File: src/rtl/ssc_osc_pkg.sv
package ssc_osc_pkg;

  // timing flags the timebase hands to the gate control every clock
  typedef struct packed {
    logic wrap;      // last clock of the current cycle
    logic tripOpen;  // blanking window is over
    logic dutyEnd;   // next clock would reach the duty ceiling
  } tickFlags_t;

  function automatic int countOf(longint clkHz, longint hz);
    return int'(clkHz / hz);
  endfunction

  function automatic int halfOf(int nomHz, int sweepHz);
    int h;
    h = nomHz / (2 * sweepHz);
    return (h < 1) ? 1 : h;
  endfunction

  function automatic int stepOf(int span, int half);
    int s;
    s = span / half;
    return (s < 1) ? 1 : s;
  endfunction

  function automatic int dwellOf(int span, int half, int step);
    int d;
    d = (span < 1) ? 1 : (half * step) / span;
    return (d < 1) ? 1 : d;
  endfunction

  function automatic int minOnOf(longint clkHz, longint ns);
    longint c;
    c = (ns * clkHz + 64'd999_999_999) / 64'd1_000_000_000;
    return (c < 1) ? 1 : int'(c);
  endfunction

endpackage

File: src/rtl/pwmosc_timebase.sv
module pwmosc_timebase
  import ssc_osc_pkg::*;
#(
  parameter int PW       = 7,
  parameter int LO_NOM   = 66,
  parameter int LO_MIN   = 62,
  parameter int LO_MAX   = 71,
  parameter int LO_STEP  = 1,
  parameter int LO_DWELL = 14,
  parameter int HI_NOM   = 34,
  parameter int HI_MIN   = 32,
  parameter int HI_MAX   = 37,
  parameter int HI_STEP  = 1,
  parameter int HI_DWELL = 50,
  parameter int DUTY_PCT = 80,
  parameter int MIN_ON   = 2
) (
  input  logic       clk,
  input  logic       rstN,
  input  logic       hiVariant,
  output tickFlags_t flags
);

  localparam int MAX_DWELL = (LO_DWELL > HI_DWELL) ? LO_DWELL : HI_DWELL;
  localparam int DW = (MAX_DWELL < 2) ? 1 : $clog2(MAX_DWELL + 1);
  localparam int MW = PW + 7;

  typedef logic signed [PW:0] off_t;

  localparam off_t LO_UP = off_t'(LO_MAX - LO_NOM);
  localparam off_t LO_DN = off_t'(LO_NOM - LO_MIN);
  localparam off_t HI_UP = off_t'(HI_MAX - HI_NOM);
  localparam off_t HI_DN = off_t'(HI_NOM - HI_MIN);

  logic [PW-1:0] cnt, period, nomSel, minSel, maxSel;
  logic [DW-1:0] dwell, dwellLast;
  off_t          offset, offNext, upLim, dnLim, stepS;
  logic          goingUp, upNext, wrap;
  logic [MW-1:0] dutyLim;

  // variant selection
  always_comb begin
    if (hiVariant) begin
      nomSel    = PW'(HI_NOM);
      minSel    = PW'(HI_MIN);
      maxSel    = PW'(HI_MAX);
      upLim     = HI_UP;
      dnLim     = HI_DN;
      stepS     = off_t'(HI_STEP);
      dwellLast = DW'(HI_DWELL - 1);
    end else begin
      nomSel    = PW'(LO_NOM);
      minSel    = PW'(LO_MIN);
      maxSel    = PW'(LO_MAX);
      upLim     = LO_UP;
      dnLim     = LO_DN;
      stepS     = off_t'(LO_STEP);
      dwellLast = DW'(LO_DWELL - 1);
    end
  end

  // period is nominal plus a signed sweep offset, so reset needs no input
  assign period = nomSel + PW'(offset);
  assign wrap   = (cnt == period - PW'(1));

  // triangle step with clamp and reversal
  always_comb begin
    offNext = offset;
    upNext  = goingUp;
    if (goingUp) begin
      if (offset + stepS >= upLim) begin
        offNext = upLim;
        upNext  = 1'b0;
      end else begin
        offNext = offset + stepS;
      end
    end else begin
      if (offset - stepS <= -dnLim) begin
        offNext = -dnLim;
        upNext  = 1'b1;
      end else begin
        offNext = offset - stepS;
      end
    end
  end

  always_ff @(posedge clk or negedge rstN) begin
    if (!rstN) begin
      cnt     <= '0;
      offset  <= '0;
      goingUp <= 1'b1;
      dwell   <= '0;
    end else begin
      cnt <= wrap ? '0 : cnt + PW'(1);
      if (wrap) begin
        if (dwell == dwellLast) begin
          dwell   <= '0;
          offset  <= offNext;
          goingUp <= upNext;
        end else begin
          dwell <= dwell + DW'(1);
        end
      end
    end
  end

  assign dutyLim        = (MW'(period) * MW'(DUTY_PCT)) / MW'(100);
  assign flags.wrap     = wrap;
  assign flags.tripOpen = (cnt >= PW'(MIN_ON - 1));
  assign flags.dutyEnd  = ((MW'(cnt) + MW'(1)) >= dutyLim);

  assert_cnt_below_period_R1: assert property (@(posedge clk) disable iff (!rstN)
    cnt < period);

  assert_period_in_band_R2: assert property (@(posedge clk) disable iff (!rstN)
    (period >= minSel) && (period <= maxSel));

  assert_period_only_at_wrap_R3: assert property (@(posedge clk) disable iff (!rstN)
    !$past(wrap) |-> $stable(period));

  assert_variant_held_R9: assert property (@(posedge clk) disable iff (!rstN)
    $stable(hiVariant));

endmodule

File: src/rtl/pwmosc_gatectl.sv
module pwmosc_gatectl
  import ssc_osc_pkg::*;
(
  input  logic       clk,
  input  logic       rstN,
  input  tickFlags_t flags,
  input  logic       currentTrip,
  input  logic       stopReq,
  output logic       cycleStart,
  output logic       gateOn
);

  logic gateQ, startQ;

  always_ff @(posedge clk or negedge rstN) begin
    if (!rstN) begin
      gateQ  <= 1'b0;
      startQ <= 1'b0;
    end else begin
      startQ <= flags.wrap;
      if (stopReq) begin
        gateQ <= 1'b0;
      end else if (flags.wrap) begin
        gateQ <= 1'b1;
      end else if (gateQ && (flags.dutyEnd || (currentTrip && flags.tripOpen))) begin
        gateQ <= 1'b0;
      end
    end
  end

  assign cycleStart = startQ;
  assign gateOn     = gateQ;

  assert_stop_forces_low_R8: assert property (@(posedge clk) disable iff (!rstN)
    $past(stopReq) |-> !gateOn);

  assert_gate_rises_at_start_R4: assert property (@(posedge clk) disable iff (!rstN)
    $rose(gateOn) |-> cycleStart);

  assert_start_opens_gate_R4: assert property (@(posedge clk) disable iff (!rstN)
    (cycleStart && !$past(stopReq)) |-> gateOn);

  assert_min_on_respected_R7: assert property (@(posedge clk) disable iff (!rstN)
    ($fell(gateOn) && !$past(stopReq)) |-> $past(flags.tripOpen));

endmodule

File: src/rtl/ssc_pwm_osc.sv
module ssc_pwm_osc
  import ssc_osc_pkg::*;
#(
  parameter int CLK_HZ    = 4_000_000,
  parameter int LO_NOM_HZ = 60_000,
  parameter int LO_DEV_HZ = 4_000,
  parameter int HI_NOM_HZ = 115_000,
  parameter int HI_DEV_HZ = 8_000,
  parameter int SWEEP_HZ  = 230,
  parameter int DUTY_PCT  = 80,
  parameter int MIN_ON_NS = 450
) (
  input  logic clk,
  input  logic rstN,
  input  logic hiVariant,
  input  logic currentTrip,
  input  logic stopReq,
  output logic cycleStart,
  output logic gateOn
);

  localparam longint CLK_L = longint'(CLK_HZ);

  localparam int LO_NOM   = countOf(CLK_L, longint'(LO_NOM_HZ));
  localparam int LO_MIN   = countOf(CLK_L, longint'(LO_NOM_HZ + LO_DEV_HZ));
  localparam int LO_MAX   = countOf(CLK_L, longint'(LO_NOM_HZ - LO_DEV_HZ));
  localparam int LO_HALF  = halfOf(LO_NOM_HZ, SWEEP_HZ);
  localparam int LO_STEP  = stepOf(LO_MAX - LO_MIN, LO_HALF);
  localparam int LO_DWELL = dwellOf(LO_MAX - LO_MIN, LO_HALF, LO_STEP);

  localparam int HI_NOM   = countOf(CLK_L, longint'(HI_NOM_HZ));
  localparam int HI_MIN   = countOf(CLK_L, longint'(HI_NOM_HZ + HI_DEV_HZ));
  localparam int HI_MAX   = countOf(CLK_L, longint'(HI_NOM_HZ - HI_DEV_HZ));
  localparam int HI_HALF  = halfOf(HI_NOM_HZ, SWEEP_HZ);
  localparam int HI_STEP  = stepOf(HI_MAX - HI_MIN, HI_HALF);
  localparam int HI_DWELL = dwellOf(HI_MAX - HI_MIN, HI_HALF, HI_STEP);

  localparam int MIN_ON   = minOnOf(CLK_L, longint'(MIN_ON_NS));
  localparam int TOP_MAX  = (LO_MAX > HI_MAX) ? LO_MAX : HI_MAX;
  localparam int PW       = $clog2(TOP_MAX + 1);

  tickFlags_t flags;

  pwmosc_timebase #(
    .PW(PW),
    .LO_NOM(LO_NOM), .LO_MIN(LO_MIN), .LO_MAX(LO_MAX),
    .LO_STEP(LO_STEP), .LO_DWELL(LO_DWELL),
    .HI_NOM(HI_NOM), .HI_MIN(HI_MIN), .HI_MAX(HI_MAX),
    .HI_STEP(HI_STEP), .HI_DWELL(HI_DWELL),
    .DUTY_PCT(DUTY_PCT), .MIN_ON(MIN_ON)
  ) u_timebase (
    .clk       (clk),
    .rstN      (rstN),
    .hiVariant (hiVariant),
    .flags     (flags)
  );

  pwmosc_gatectl u_gatectl (
    .clk         (clk),
    .rstN        (rstN),
    .flags       (flags),
    .currentTrip (currentTrip),
    .stopReq     (stopReq),
    .cycleStart  (cycleStart),
    .gateOn      (gateOn)
  );

endmodule

File: config.mk
export PLATFORM = sky130hd
export DESIGN_NAME = ssc_pwm_osc
export DESIGN_NICKNAME = d
export VERILOG_FILES = /design/src/rtl/ssc_osc_pkg.sv /design/src/rtl/pwmosc_timebase.sv /design/src/rtl/pwmosc_gatectl.sv /design/src/rtl/ssc_pwm_osc.sv
export SDC_FILE = /design/constraint.sdc
export NUM_CORES = 1
export LEC_CHECK = 0
export BUFFER_PORTS_ARGS = -buffer_cell sky130_fd_sc_hd__buf_2
export CORE_MARGIN = 1
export CORE_UTILIZATION = 25
export CTS_CLUSTER_SIZE = 12
export DETAILED_ROUTE_END_ITERATION = 10
export HOLD_SLACK_MARGIN = 0.03
export PLACE_DENSITY = 0.49
export SETUP_SLACK_MARGIN = 0.5
export SLEW_MARGIN = 20
export SYNTH_ARGS = -nofsm -noshare
export SYNTH_HDL_FRONTEND = slang
export SYNTH_SLANG_ARGS = --single-unit
File: constraint.sdc
create_clock -name clk -period 8.4 [get_ports clk]
set_input_delay 1.26 -clock clk [delete_from_list [all_inputs] [get_ports clk]]
set_output_delay 1.26 -clock clk [all_outputs]
set_load 0.005 [all_outputs]
==> metrics.md <==
| Metric | Value |
|---|---|
| Initial antenna violation count | `0` |
| Ports | `7` |
| Static Leak | `2.53 nW` |
| Ant diodes | `0` |
| Clk_lat worst skew | `0.27 ns` |
| Outcome | `finished, violations left` |
| Vias in the first global route | `4554` |
| Synthesized cell area | `4170 um2` |
| Failing checks | `negative setup slack` |
| Residual DRC | `0` |
| Total die area | `17200 um2` |
| CTS tree | `done` |
| Share of the synthesized area in the top cell type | `13.8%` |
| CTS sink cnt | `24` |
| Required time of the critical path | `8.60 ns` |
| First-pass GRT wire length | `22.8 mm` |
| Ys async rst share | `100%` |
| Largest net degree at the start of global routing | `25` |
| CP top delay family | `compound AO/OA/AOI/OAI gates` |
| Initial core utilization | `26.0%` |
| Max-cap violation count | `0` |
| Largest stage delay, worst path | `0.51 ns` |
| Syn nets | `567` |
| # setup viols final | `1` |
| Synthesis-to-finish area growth | `47.0%` |
| Most common cell on crit path | `buf_4` |
| Max Freq | `118 MHz` |
| Final core occ | `38.2%` |
| Layout cells sized above 1 | `39.8%` |
| Core area | `16100 um2` |
| Detailed Route Iter0 Violations | `221` |
| CTS max path bufs | `2` |
| Worst setup EP type | `flip-flop` |
| Hold Crit Start | `u_timebase.dwell[0]$_DFFE_PN0P_` |
| Yosys Warn Count | `0` |
| DR vias/cell | `5.21` |
| Max-slew violations | `0` |
| Post-DRT Antenna Nets | `0` |
| # nets final | `709` |
| Pwr dens | `140 nW/um2` |
| Seq/Total Area, Yosys | `14.4%` |
| Clk slew on worst S/H paths | `0.07 ns` |
| Die Y-Extent | `131 um` |
| Reg2reg setup slack | `0.27 ns` |
| Skew final | `0.00292 ns` |
| CP Launch Type | `input pin` |
| IO Port Bufs | `6` |
| Row count | `46` |
| WS Path Type | `input pin to flip-flop` |
| Worst setup margin | `-0.0998 ns` |
| Fin crit period | `8.50 ns` |
| CP arrival | `8.70 ns` |
| Die Wd | `131 um` |
| Ys flop type | `dfrtp_1` |
| Seq cells post-synth | `24` |
| Non-filler cells, final | `882` |
| Hold Crit Endpoint | `u_timebase.dwell[0]$_DFFE_PN0P_` |
| GP Congestion | `0.886` |
| Worst slew margin relative to its limit | `58.7%` |
| Gr usage total | `15.9%` |
| Final Hold Vio Count | `0` |
| Hold path depth | `1` |
| Crit path buf inv count | `18` |
| Worst slew pin tran | `0.614 ns` |
| Grt ovf | `0` |
| DR vias | `4595` |
| DP Cell Count | `848` |
| Post-synth EDFFs | `0` |
| Avg Inst Size Synth | `7.95 um2` |
| Fin Hold WS | `0.550 ns` |
| HP Class | `flip-flop to flip-flop` |
| Final Cycle Share | `101%` |
| CTS Buf Count | `3` |
| H-tree Lvls | `1` |
| Worst reg2reg endpoint | `u_gatectl.gateOn$_DFFE_PN0P_` |
| Largest cells by area after synthesis | `dfrtp_1 (14%), ha_1 (11%), xnor2_1 (5.7%)` |
| Design area | `6130 um2` |
| Cell Area, Placed | `5400 um2` |
| FF-to-FF Start | `u_timebase.offset[2]$_DFFE_PN0P_` |
| DPL Wire Length | `10.6 mm` |
| Root Driver | `clkbuf_16` |
| Slowest CP cell | `or4b_4` |
| Worst-path fanout max | `5` |
| Largest area contributor in the netlist | `dfrtp_1` |
| VDD IR max | `0.128 mV` |
| Yosys cell types | `90` |
| Post-Synthesis Cells | `525` |
| DR WL/cell | `15.7 um` |
| RSZ-0062 raised after global routing | `true` |
| Router iterations before antenna repair | `5` |
| Cells on worst reg2reg path | `42` |
| Total wire length | `13.8 mm` |
==> what timing repair did <==
item / CTS / global route
hold buffers: 0 / 0
cloned: 0 / 0
gates resized for setup: 49 / 20
pin swaps: 29 / 11
buffers inserted: 27 / 3
endpoints found under the setup margin: 1 / 1
==> routing by layer <==
metal	up-vias	global-route usage [%]	share of wire, %
met1	2239	19.9	45
met5	-	0	0
met2	54	29.2	52
met4	0	4.84	1.5
met3	17	0.810	1.3
li1	2285	-	-
==> kinds of logic (layout without fill, tap and decap cells) <==
kind of cell / after synthesis / count (layout) / share of synthesized area, %
xor+xnor: 43 / 43 / 9.84
simple gates: 198 / 198 / 26.3
mux: 7 / 7 / 1.71
fa+ha+maj: 37 / 37 / 11.3
compound gates: 173 / 173 / 31.7
flops: 24 / 24 / 14.4
buf+inv: 43 / 184 / 4.74
==> cells in the mapped netlist (4+ instances only) <==
cell	n
buf_2	4
clkbuf_1	13
a211oi_1	6
mux2i_1	6
and3_1	4
a31oi_1	13
and2_1	11
o22ai_1	6
a221oi_2	4
nand2b_1	7
dfrtp_1	23
a21oi_1	36
o211ai_1	9
nor3_1	16
nand3_1	29
o21a_1	6
or3_1	4
a21o_1	8
o21ai_1	4
nand2_1	43
nor2b_1	9
nand4_1	11
ha_1	36
nor2_1	34
a2111oi_0	4
a311o_1	4
o21ai_0	16
xor2_1	13
xnor2_1	27
o22a_1	4
inv_1	18
==> stage by stage <==
stage,setup slack [ns],total power [mW],TNS [ns]
after floorplan,-0.199,0.480,-0.199
after global placement,-0.729,0.641,-0.729
after detailed placement,-0.816,0.654,-0.816
after CTS,-0.0328,0.844,-0.0328
after global routing,-0.481,0.924,-0.481
final,-0.0998,0.856,-0.0998
==> area by class of cell <==
type	count	area (um2)
Tap cell	216	270
Inverter	21	87.6
Multi-Input combinational cell	458	3880
Sequential cell	24	602
Clock inverter	1	30.0
Clock buffer	3	75.1
Fill cell	1576	9920
Timing Repair Buffer	159	1190
==> registers in the layout, summed over array words and instances, names as in the netlist <==
signal,flops
u_timebase.offset,8
u_timebase.cnt,7
u_timebase.dwell,6
u_gatectl.cycleStart,1
u_gatectl.gateOn,1
u_timebase.goingUp,1
==> worst register-to-register path: cells and delay by family (launching register included) <==
kind	cells	cell delay (ns)
compound gates	18	3.24
xor+xnor	5	0.79
fa+ha+maj	6	1.83
buf+inv	5	0.64
flops	1	0.43
simple gates	8	1.14
==> report_power, final <==
| group | switching, mW | internal (mW) |
|---|---|---|
| Clock | 0.0475 | 0.0950 |
| Combinational | 0.255 | 0.274 |
| Sequential | 0.0428 | 0.142 |
| Total | 0.345 | 0.511 |
==> layout by cell type, fill, tap and decap left out, types with 6 or more instances in the layout <==
cell | synthesis | routed
a211oi_1 | 6 | 6
a21o_1 | 8 | 8
a21oi_1 | 36 | 30
a31oi_1 | 13 | 11
and2_1 | 11 | 9
buf_2 | 4 | 6
buf_4 | 3 | 150
dfrtp_1 | 23 | 23
ha_1 | 36 | 28
ha_4 | 0 | 7
inv_1 | 18 | 17
nand2_1 | 43 | 39
nand2b_1 | 7 | 7
nand3_1 | 29 | 25
nand4_1 | 11 | 11
nor2_1 | 34 | 33
nor2b_1 | 9 | 9
nor3_1 | 16 | 14
o211ai_1 | 9 | 9
o21a_1 | 6 | 6
o21ai_0 | 16 | 12
o21ai_1 | 4 | 6
xnor2_1 | 27 | 24
xor2_1 | 13 | 11
==> worst max path at each step <==
stage	start	endpoint	cells past startpoint
floorplan	hiVariant	u_gatectl.gateOn$_DFFE_PN0P_	42
global placement	hiVariant	u_gatectl.gateOn$_DFFE_PN0P_	42
detailed placement	hiVariant	u_gatectl.gateOn$_DFFE_PN0P_	43
CTS	hiVariant	u_gatectl.gateOn$_DFFE_PN0P_	43
global route	hiVariant	u_gatectl.gateOn$_DFFE_PN0P_	51
finish	hiVariant	u_gatectl.gateOn$_DFFE_PN0P_	51
Power figures use the tool's default switching activity.
